$ cat src/rtl/pred_pkg.sv
package pred_pkg;

    localparam int CODE_W = 4;
    localparam int FLAG_W = 4;

    typedef enum logic [CODE_W-1:0] {
        CC_EQ = 4'h0, CC_NE = 4'h1, CC_CS = 4'h2, CC_CC = 4'h3,
        CC_MI = 4'h4, CC_PL = 4'h5, CC_VS = 4'h6, CC_VC = 4'h7,
        CC_HI = 4'h8, CC_LS = 4'h9, CC_GE = 4'hA, CC_LT = 4'hB,
        CC_GT = 4'hC, CC_LE = 4'hD, CC_AL = 4'hE, CC_NV = 4'hF
    } cond_e;

    typedef struct packed {
        logic n;
        logic z;
        logic c;
        logic v;
    } flags_t;

    function automatic logic cond_holds(cond_e code, flags_t f);
        logic r;
        case (code)
            CC_EQ: r = f.z;
            CC_NE: r = !f.z;
            CC_CS: r = f.c;
            CC_CC: r = !f.c;
            CC_MI: r = f.n;
            CC_PL: r = !f.n;
            CC_VS: r = f.v;
            CC_VC: r = !f.v;
            CC_HI: r = f.c && !f.z;
            CC_LS: r = !f.c || f.z;
            CC_GE: r = (f.n == f.v);
            CC_LT: r = (f.n != f.v);
            CC_GT: r = !f.z && (f.n == f.v);
            CC_LE: r = f.z || (f.n != f.v);
            default: r = 1'b1;
        endcase
        return r;
    endfunction

    function automatic cond_e cond_invert(cond_e code);
        return cond_e'(code ^ 4'h1);
    endfunction

endpackage

$ cat src/rtl/pred_flag_reg.sv
module pred_flag_reg
    import pred_pkg::*;
(
    input  logic   clk,
    input  logic   rst,
    input  logic   wr_en,
    input  flags_t wr_data,
    output flags_t flags
);
    always_ff @(posedge clk) begin
        if (rst) begin
            flags <= '0;
        end else if (wr_en) begin
            flags <= wr_data;
        end
    end
endmodule

$ cat src/rtl/pred_it_seq.sv
module pred_it_seq
    import pred_pkg::*;
#(
    parameter int MAX_RUN = 4
) (
    input  logic               clk,
    input  logic               rst,
    input  logic               flush,
    input  logic               start,
    input  cond_e              start_base,
    input  logic [MAX_RUN-1:0] start_mask,
    input  logic               retire,
    output logic               active,
    output cond_e              slot_cond
);
    localparam int SHAPE_W = MAX_RUN + 1;

    cond_e              base_q;
    logic [SHAPE_W-1:0] shape_q;
    logic               start_ok;

    assign start_ok = start && (|start_mask);
    assign active   = |shape_q[MAX_RUN-1:0];

    always_ff @(posedge clk) begin
        if (rst || flush) begin
            shape_q <= '0;
            base_q  <= CC_AL;
        end else if (start_ok) begin
            shape_q <= {1'b0, start_mask};
            base_q  <= start_base;
        end else if (retire && active) begin
            shape_q <= {shape_q[MAX_RUN-1:0], 1'b0};
        end
    end

    always_comb begin
        if (shape_q[MAX_RUN]) begin
            slot_cond = cond_invert(base_q);
        end else begin
            slot_cond = base_q;
        end
    end
endmodule

$ cat src/rtl/pred_cond_sel.sv
module pred_cond_sel
    import pred_pkg::*;
(
    input  logic   it_active,
    input  cond_e  it_cond,
    input  logic   has_cond,
    input  cond_e  own_cond,
    input  flags_t flags,
    output logic   exec
);
    cond_e pick;

    always_comb begin
        if (it_active) begin
            pick = it_cond;
        end else if (has_cond) begin
            pick = own_cond;
        end else begin
            pick = CC_AL;
        end
        exec = cond_holds(pick, flags);
    end
endmodule

$ cat src/rtl/pred_it_unit.sv
module pred_it_unit
    import pred_pkg::*;
#(
    parameter int MAX_RUN = 4
) (
    input  logic               clk,
    input  logic               rst,
    input  logic               flush_i,
    input  logic               it_start_i,
    input  logic [3:0]         it_base_i,
    input  logic [MAX_RUN-1:0] it_mask_i,
    input  logic               retire_i,
    input  logic               cond_valid_i,
    input  logic [3:0]         cond_i,
    input  logic               flag_we_i,
    input  logic [3:0]         flag_data_i,
    output logic               exec_o,
    output logic [3:0]         flags_o,
    output logic               it_active_o
);
    flags_t cur_flags;
    cond_e  seq_cond;
    logic   seq_active;
    logic   exec_w;
    logic   flag_wr;

    pred_it_seq #(.MAX_RUN(MAX_RUN)) u_seq (
        .clk        (clk),
        .rst        (rst),
        .flush      (flush_i),
        .start      (it_start_i),
        .start_base (cond_e'(it_base_i)),
        .start_mask (it_mask_i),
        .retire     (retire_i),
        .active     (seq_active),
        .slot_cond  (seq_cond)
    );

    pred_cond_sel u_sel (
        .it_active (seq_active),
        .it_cond   (seq_cond),
        .has_cond  (cond_valid_i),
        .own_cond  (cond_e'(cond_i)),
        .flags     (cur_flags),
        .exec      (exec_w)
    );

    assign flag_wr = retire_i && flag_we_i && exec_w;

    pred_flag_reg u_flags (
        .clk     (clk),
        .rst     (rst),
        .wr_en   (flag_wr),
        .wr_data (flags_t'(flag_data_i)),
        .flags   (cur_flags)
    );

    assign exec_o      = exec_w;
    assign flags_o     = cur_flags;
    assign it_active_o = seq_active;
endmodule

$ cat config.mk
export PLATFORM = sky130hd
export DESIGN_NAME = pred_it_unit
export DESIGN_NICKNAME = d
export VERILOG_FILES = /design/src/rtl/pred_pkg.sv /design/src/rtl/pred_flag_reg.sv /design/src/rtl/pred_it_seq.sv /design/src/rtl/pred_cond_sel.sv /design/src/rtl/pred_it_unit.sv
export SDC_FILE = /design/constraint.sdc
export NUM_CORES = 1
export LEC_CHECK = 0
export ABC_AREA = 1
export ABC_CLOCK_PERIOD_IN_PS = 4900
export BUFFER_PORTS_ARGS = -buffer_cell sky130_fd_sc_hd__clkbuf_2
export CAP_MARGIN = 20
export CORE_UTILIZATION = 54
export CTS_CLUSTER_DIAMETER = 120
export DETAILED_ROUTE_END_ITERATION = 10
export PLACE_DENSITY = 0.9
export SLEW_MARGIN = 10
export SYNTH_ARGS = -nofsm -noshare
export SYNTH_HDL_FRONTEND = slang
export SYNTH_HIERARCHICAL = 1
export SYNTH_SLANG_ARGS = --single-unit
$ cat constraint.sdc
create_clock -name clk -period 4.9 [get_ports clk]
set_input_delay 0.245 -clock clk [delete_from_list [all_inputs] [get_ports clk]]
set_output_delay 0.245 -clock clk [all_outputs]
set_load 0.1 [all_outputs]
# Word level (Yosys, flattened, before mapping)
# Index checks and enable logic that the tools add are counted.
# classes
n_eq_ne,15
muxes,6
bitwise_logic,1
n_reduce_logical,18
# op_table
cell,count
$eq 4x4->1 const B,6
$eq 4x3->1 const B,4
$mux 4,4
$pmux 1 s14,1
$eq 4x2->1 const B,2
$reduce_or 4->1,2
$logic_and 1x1->1,6
$eq 4x1->1 const B,1
$logic_not 1->1,4
$logic_not 4->1,1
$logic_or 1x1->1,3
$reduce_bool 2->1,1
$reduce_or 2->1,1
$eq 1x1->1,1
$mux 1,1
$ne 1x1->1,1
$not 1->1,1
# word_totals
ff_bits,13
in_bits,23
out_inout_bits,6
word_cells,47

# Logic depth before layout (Yosys ltp)
# depth
depth_word,6
mapped_depth,20
mapped_depth_nobuf,18

# Cells and area by module
# Netlist, hierarchy kept.
# by_module_without_submodules
mod,n_inst,cells_per_inst,area_per_inst_um2,seq_area_each_um2
pred_it_seq,1,74,518.0,180.2
pred_cond_sel,1,60,301.5,0.0
pred_flag_reg,1,26,172.7,80.1
pred_it_unit,1,3,13.8,0.0

# Least setup slack after synthesis
# OpenSTA, ideal clock, no wires.
# synth_timing
path_type,register -> register
startpoint,register u_seq.shape_q[2]
endpoint,register u_flags/flags[2] (netlist name)
t_arrival_ps,3049
t_required_ps,4783
path_slack_ps,1734
path_stages_with_launch,21
cell_sequence,dfxtp_1 > nor2_1 > nand2_1 > buf_6 > inv_6 > nand3_2 > nand2_2 > inv_1 > nand3_2 > nand2_1 > nand2_1 > nand2_1 > nand2_1 > nand2_1 > inv_1 > inv_1 > nor2_2 > buf_6 > nand2_1 > nand2_1 > nor2_2
# synth_between
elab_chain_cells,5
# synth_lines
element,line,source
"start, declared",pred_it_seq.sv:19,logic [SHAPE_W-1:0] shape_q;
"start signal, assigned",pred_it_seq.sv:30,"shape_q <= {1'b0, start_mask};"
"start signal, assigned",pred_it_seq.sv:33,"shape_q <= {shape_q[MAX_RUN-1:0], 1'b0};"
$reduce_or 4->1 (*),pred_it_seq.sv:23,assign active = |shape_q[MAX_RUN-1:0];
net it_active_o,pred_it_unit.sv:19,output logic it_active_o
$mux 4 (*),pred_cond_sel.sv:14,if (it_active) begin
$eq 4x4->1 (tied with other cells),pred_pkg.sv:22,case (code)
$pmux 1 s14 (*),pred_pkg.sv:22,
net exec_o,pred_it_unit.sv:17,"output logic exec_o,"
$logic_and 1x1->1 (*),pred_it_unit.sv:48,assign flag_wr = retire_i && flag_we_i && exec_w;
net flag_wr,pred_it_unit.sv:25,logic flag_wr;
# The timed path passes the listed nets; every way through them passes the cells marked *.
# A chain may end at the register's enable or synchronous reset.

# Worst setup path after layout
# layout_timing
startpoint,register u_seq.shape_q[0]
endpoint,output exec_o
# layout_between
elab_chain_cells,4
# layout_lines
element,line
$reduce_or 4->1 (*),pred_it_seq.sv:23
$mux 4 (*),pred_cond_sel.sv:14
$eq 4x4->1 (tied with other cells),pred_pkg.sv:22
$pmux 1 s14 (*),pred_pkg.sv:22
"end, declared",pred_it_unit.sv:17
# Every way passes the cells marked *; elsewhere a longest branch is shown, timed or not.

==> run metrics <==
switching share of total power=0.4638; number of buffers on the longest clock path=2; Post-layout nets=~210; result of the run=completed; Antenna Violating Nets Remaining=0; share of power burned in registers=0.345; Fin Hold WS=approximately 210 ps; layout filler cell count=between 150 and 200; ordered list of cells on the worst path=nor2_1, nand2_1, inv_6, nand3_2, nand2_2, inv_1, nand3_2, nand2_1, nand2_1, nand2_1, nand2_1, nand2_1, inv_1, clkbuf_2; HP Class=in2reg; leading cell types in the layout, fill and taps excluded=49 x sky130_fd_sc_hd__nand2_1, 28 x sky130_fd_sc_hd__clkbuf_2, 27 x sky130_fd_sc_hd__inv_1, 19 x sky130_fd_sc_hd__nand3_1, 18 x sky130_fd_sc_hd__nor2_1; final-layout setup total negative slack=0 ps; Setup crit end kind=primary output; cell area power density=around 300 mW/mm^2; vias in the first global route=928; largest driver fanout on the critical path=10; Pleak=between 0.6 and 0.7 nW; hold-critical path depth=3; I/O pins=29; Synth Area in Compound Gates=0.06343; fraction of the mapped netlist area in simple logic gates=0.4863; clock edge transition at the registers on the reported setup and hold paths=approximately 80 ps; share of final-layout standard cells stronger than drive strength 1=0.2819; sequential-to-total area share from yosys stat=0.2587; Die Area=slightly above 0.002 mm^2; crit path kind=reg2out; total count of hold-check failures in the final report=0; fmax=398.9 MHz; number of remaining DRC errors=0; Mapped Cells=~160; area of the placeable core=0.001745 mm^2; remaining global-route overflow=0; Int Power=between 0.00015 and 0.0002 W; post-synthesis mux area share=0; Setup crit start kind=flip-flop; Routed Wire Length=2074 um; delay of the slowest cell on the worst path=450 ps; initial cell density of the core=0.5763; starting DRC count in detailed routing=19; syn nets=186; hold-fix buffers at CTS=0; worst ir drop on vdd=205.3 uV; number of synthesized register bits=13; number of library cell types mapped by synthesis=21; number of sinks driven by the clock tree=13; final weighted congestion in routability-driven placement=approximately 0.9; vias after detailed routing=slightly above 1000; placed wire-length estimate=1666 um; cell area after synthesis=0.001006 mm^2; area of the multi-input gates=about 560 um^2; Worst-Skew Late Latency=~270 ps; y dimension of the die=45.16 um; setup repair after global routing missed its margin=false; clock tree root driver cell=sky130_fd_sc_hd__clkbuf_4; average cell area after synthesis=6.172 um^2; data arrival at the endpoint of the critical path=approximately 2300 ps; Synth-to-Final Area Change=12.81%; worst r2r path cells=18; post_cts resized=0; leading cell type in the layout, fill and taps excluded=sky130_fd_sc_hd__nand2_1; final worst-path cycle share=0.5116; CP Data Required Time=~4700 ps; net switching component of the power=roughly 0.00016 W; Gate power share=0.463; Synthesis Warnings=6; initial antenna violation count=0; relative slew slack=0.6374; first-pass GRT wire length=3450 um; dominant combinational cell family by area after synthesis=simple AND/OR/NAND/NOR gates; number of port buffers=28; Avg WL per Cell=9.737 um; most numerous cell on the critical path=sky130_fd_sc_hd__nand2_1; clock tree from TritonCTS=done; worst clock skew on the final layout=6.361 ps; sequential cell area=about 260 um^2; total clock buffers created by CTS=3; Die X=45.16 um; setup-violating endpoint count in the final report=0; max-cap violation count=0; clock share of power=0.192; slowest stage cell on the critical path=sky130_fd_sc_hd__clkbuf_2; pin count of the biggest net entering global routing=13; post-synthesis adder-cell area fraction=0; GRT Resource Usage Total=0.2321; Core Rows=15; count of final max-slew check failures=0; transition time at the pin with the least slew margin=546.2 ps; vias per cell=4.798; number of detailed-routing iterations run before antenna repair=4; Max H-tree Level=1; Antenna Diode Count=0; Setup Buffers After CTS=0; time the worst path needs with I/O delays and setup=roughly 2500 ps; Post-Synth XOR/XNOR Area=0.008706
## path summary, 6_finish.rpt
path / start / to / slack, ps
setup / recovery: u_seq/shape_q[0] / exec_o / 2390
hold / removal: it_base_i[3] / u_seq/base_q[3] / 210
setup reg to reg: u_seq/shape_q[0] / u_flags/flags[2] / 2730
hold reg to reg: u_seq/base_q[3] / u_seq/base_q[3] / 480
## metrics by stage
step / instance area [um^2] / std cells / utilization / worst slack, ps / total power (W)
after detailed placement: 1107 / 209 / 0.6344 / 2709 / 0.0002772
final: 1135 / 213 / 0.6502 / 2393 / 0.0003418
after global routing: 1135 / 213 / 0.6502 / 2177 / 0.0003663
after CTS: 1135 / 213 / 0.6502 / 2389 / 0.0003435
after floorplan: 1006 / 163 / - / 1734 / 0.0002551
after global placement: 1107 / 209 / 0.6344 / 2779 / 0.0002729
## cell usage after synthesis
cell / instances / area share
sky130_fd_sc_hd__inv_6: 1 / 0.0087
sky130_fd_sc_hd__xor2_1: 1 / 0.0087
sky130_fd_sc_hd__nor3b_1: 1 / 0.0075
sky130_fd_sc_hd__nand2_2: 3 / 0.019
sky130_fd_sc_hd__nand2_4: 2 / 0.022
sky130_fd_sc_hd__nand3_1: 19 / 0.095
sky130_fd_sc_hd__o21ai_1: 1 / 0.0050
sky130_fd_sc_hd__o21ai_2: 3 / 0.026
sky130_fd_sc_hd__nand2_1: 49 / 0.18
sky130_fd_sc_hd__nand3_2: 4 / 0.040
sky130_fd_sc_hd__nor2_2: 5 / 0.031
sky130_fd_sc_hd__inv_1: 27 / 0.10
sky130_fd_sc_hd__a21oi_2: 2 / 0.017
sky130_fd_sc_hd__buf_6: 3 / 0.034
sky130_fd_sc_hd__nand3b_1: 3 / 0.022
sky130_fd_sc_hd__clkbuf_8: 1 / 0.014
sky130_fd_sc_hd__buf_4: 3 / 0.022
sky130_fd_sc_hd__a21oi_1: 3 / 0.015
sky130_fd_sc_hd__inv_2: 1 / 0.0037
sky130_fd_sc_hd__dfxtp_1: 13 / 0.26
sky130_fd_sc_hd__nor2_1: 18 / 0.067
## power by group through the flow
stage	clock network, W	logic [W]	registers [W]
detailed placement	0	0.000157	0.000120
global route	0.0000750	0.000172	0.000119
CTS	0.0000678	0.000158	0.000118
finish	0.0000656	0.000158	0.000118
global placement	0	0.000153	0.000120
floorplan	0	0.000110	0.000145
## flip-flops by register name, indices dropped and copies added (netlist names)
| signal | count |
|---|---|
| u_seq/base_q | 4 |
| u_flags/flags | 4 |
| u_seq/shape_q | 5 |
## layer usage
| layer | vias to the layer above | track usage | part of all wire |
|---|---|---|---|
| li1 | 540 | - | - |
| met1 | 446 | 0.2531 | 0.45 |
| met2 | 32 | 0.4174 | 0.50 |
| met3 | 4 | 0.04000 | 0.045 |
| met4 | 0 | 0.1333 | 0.011 |
| met5 | - | 0 | 0 |
## critical path, delay by kind of cell (launching register included)
kind / cells / cell delay [ps]
buf+inv: 4 / 720
flops: 1 / 330
simple gates: 10 / 930
## final cells by class
cell class / count / share of cell area
Tap cell: 25 / 0.02756
Inverter: 29 / 0.1003
Timing Repair Buffer: 28 / 0.1235
Multi-Input combinational cell: 114 / 0.4950
Clock inverter: 1 / 0.004410
Clock buffer: 3 / 0.01985
Sequential cell: 13 / 0.2293
## cells by family after synthesis
family,count (synthesis)
buf+inv,36
simple gates,104
xor+xnor,1
flops,13
compound gates,9
Note: power is estimated with default switching activity, not from simulation.
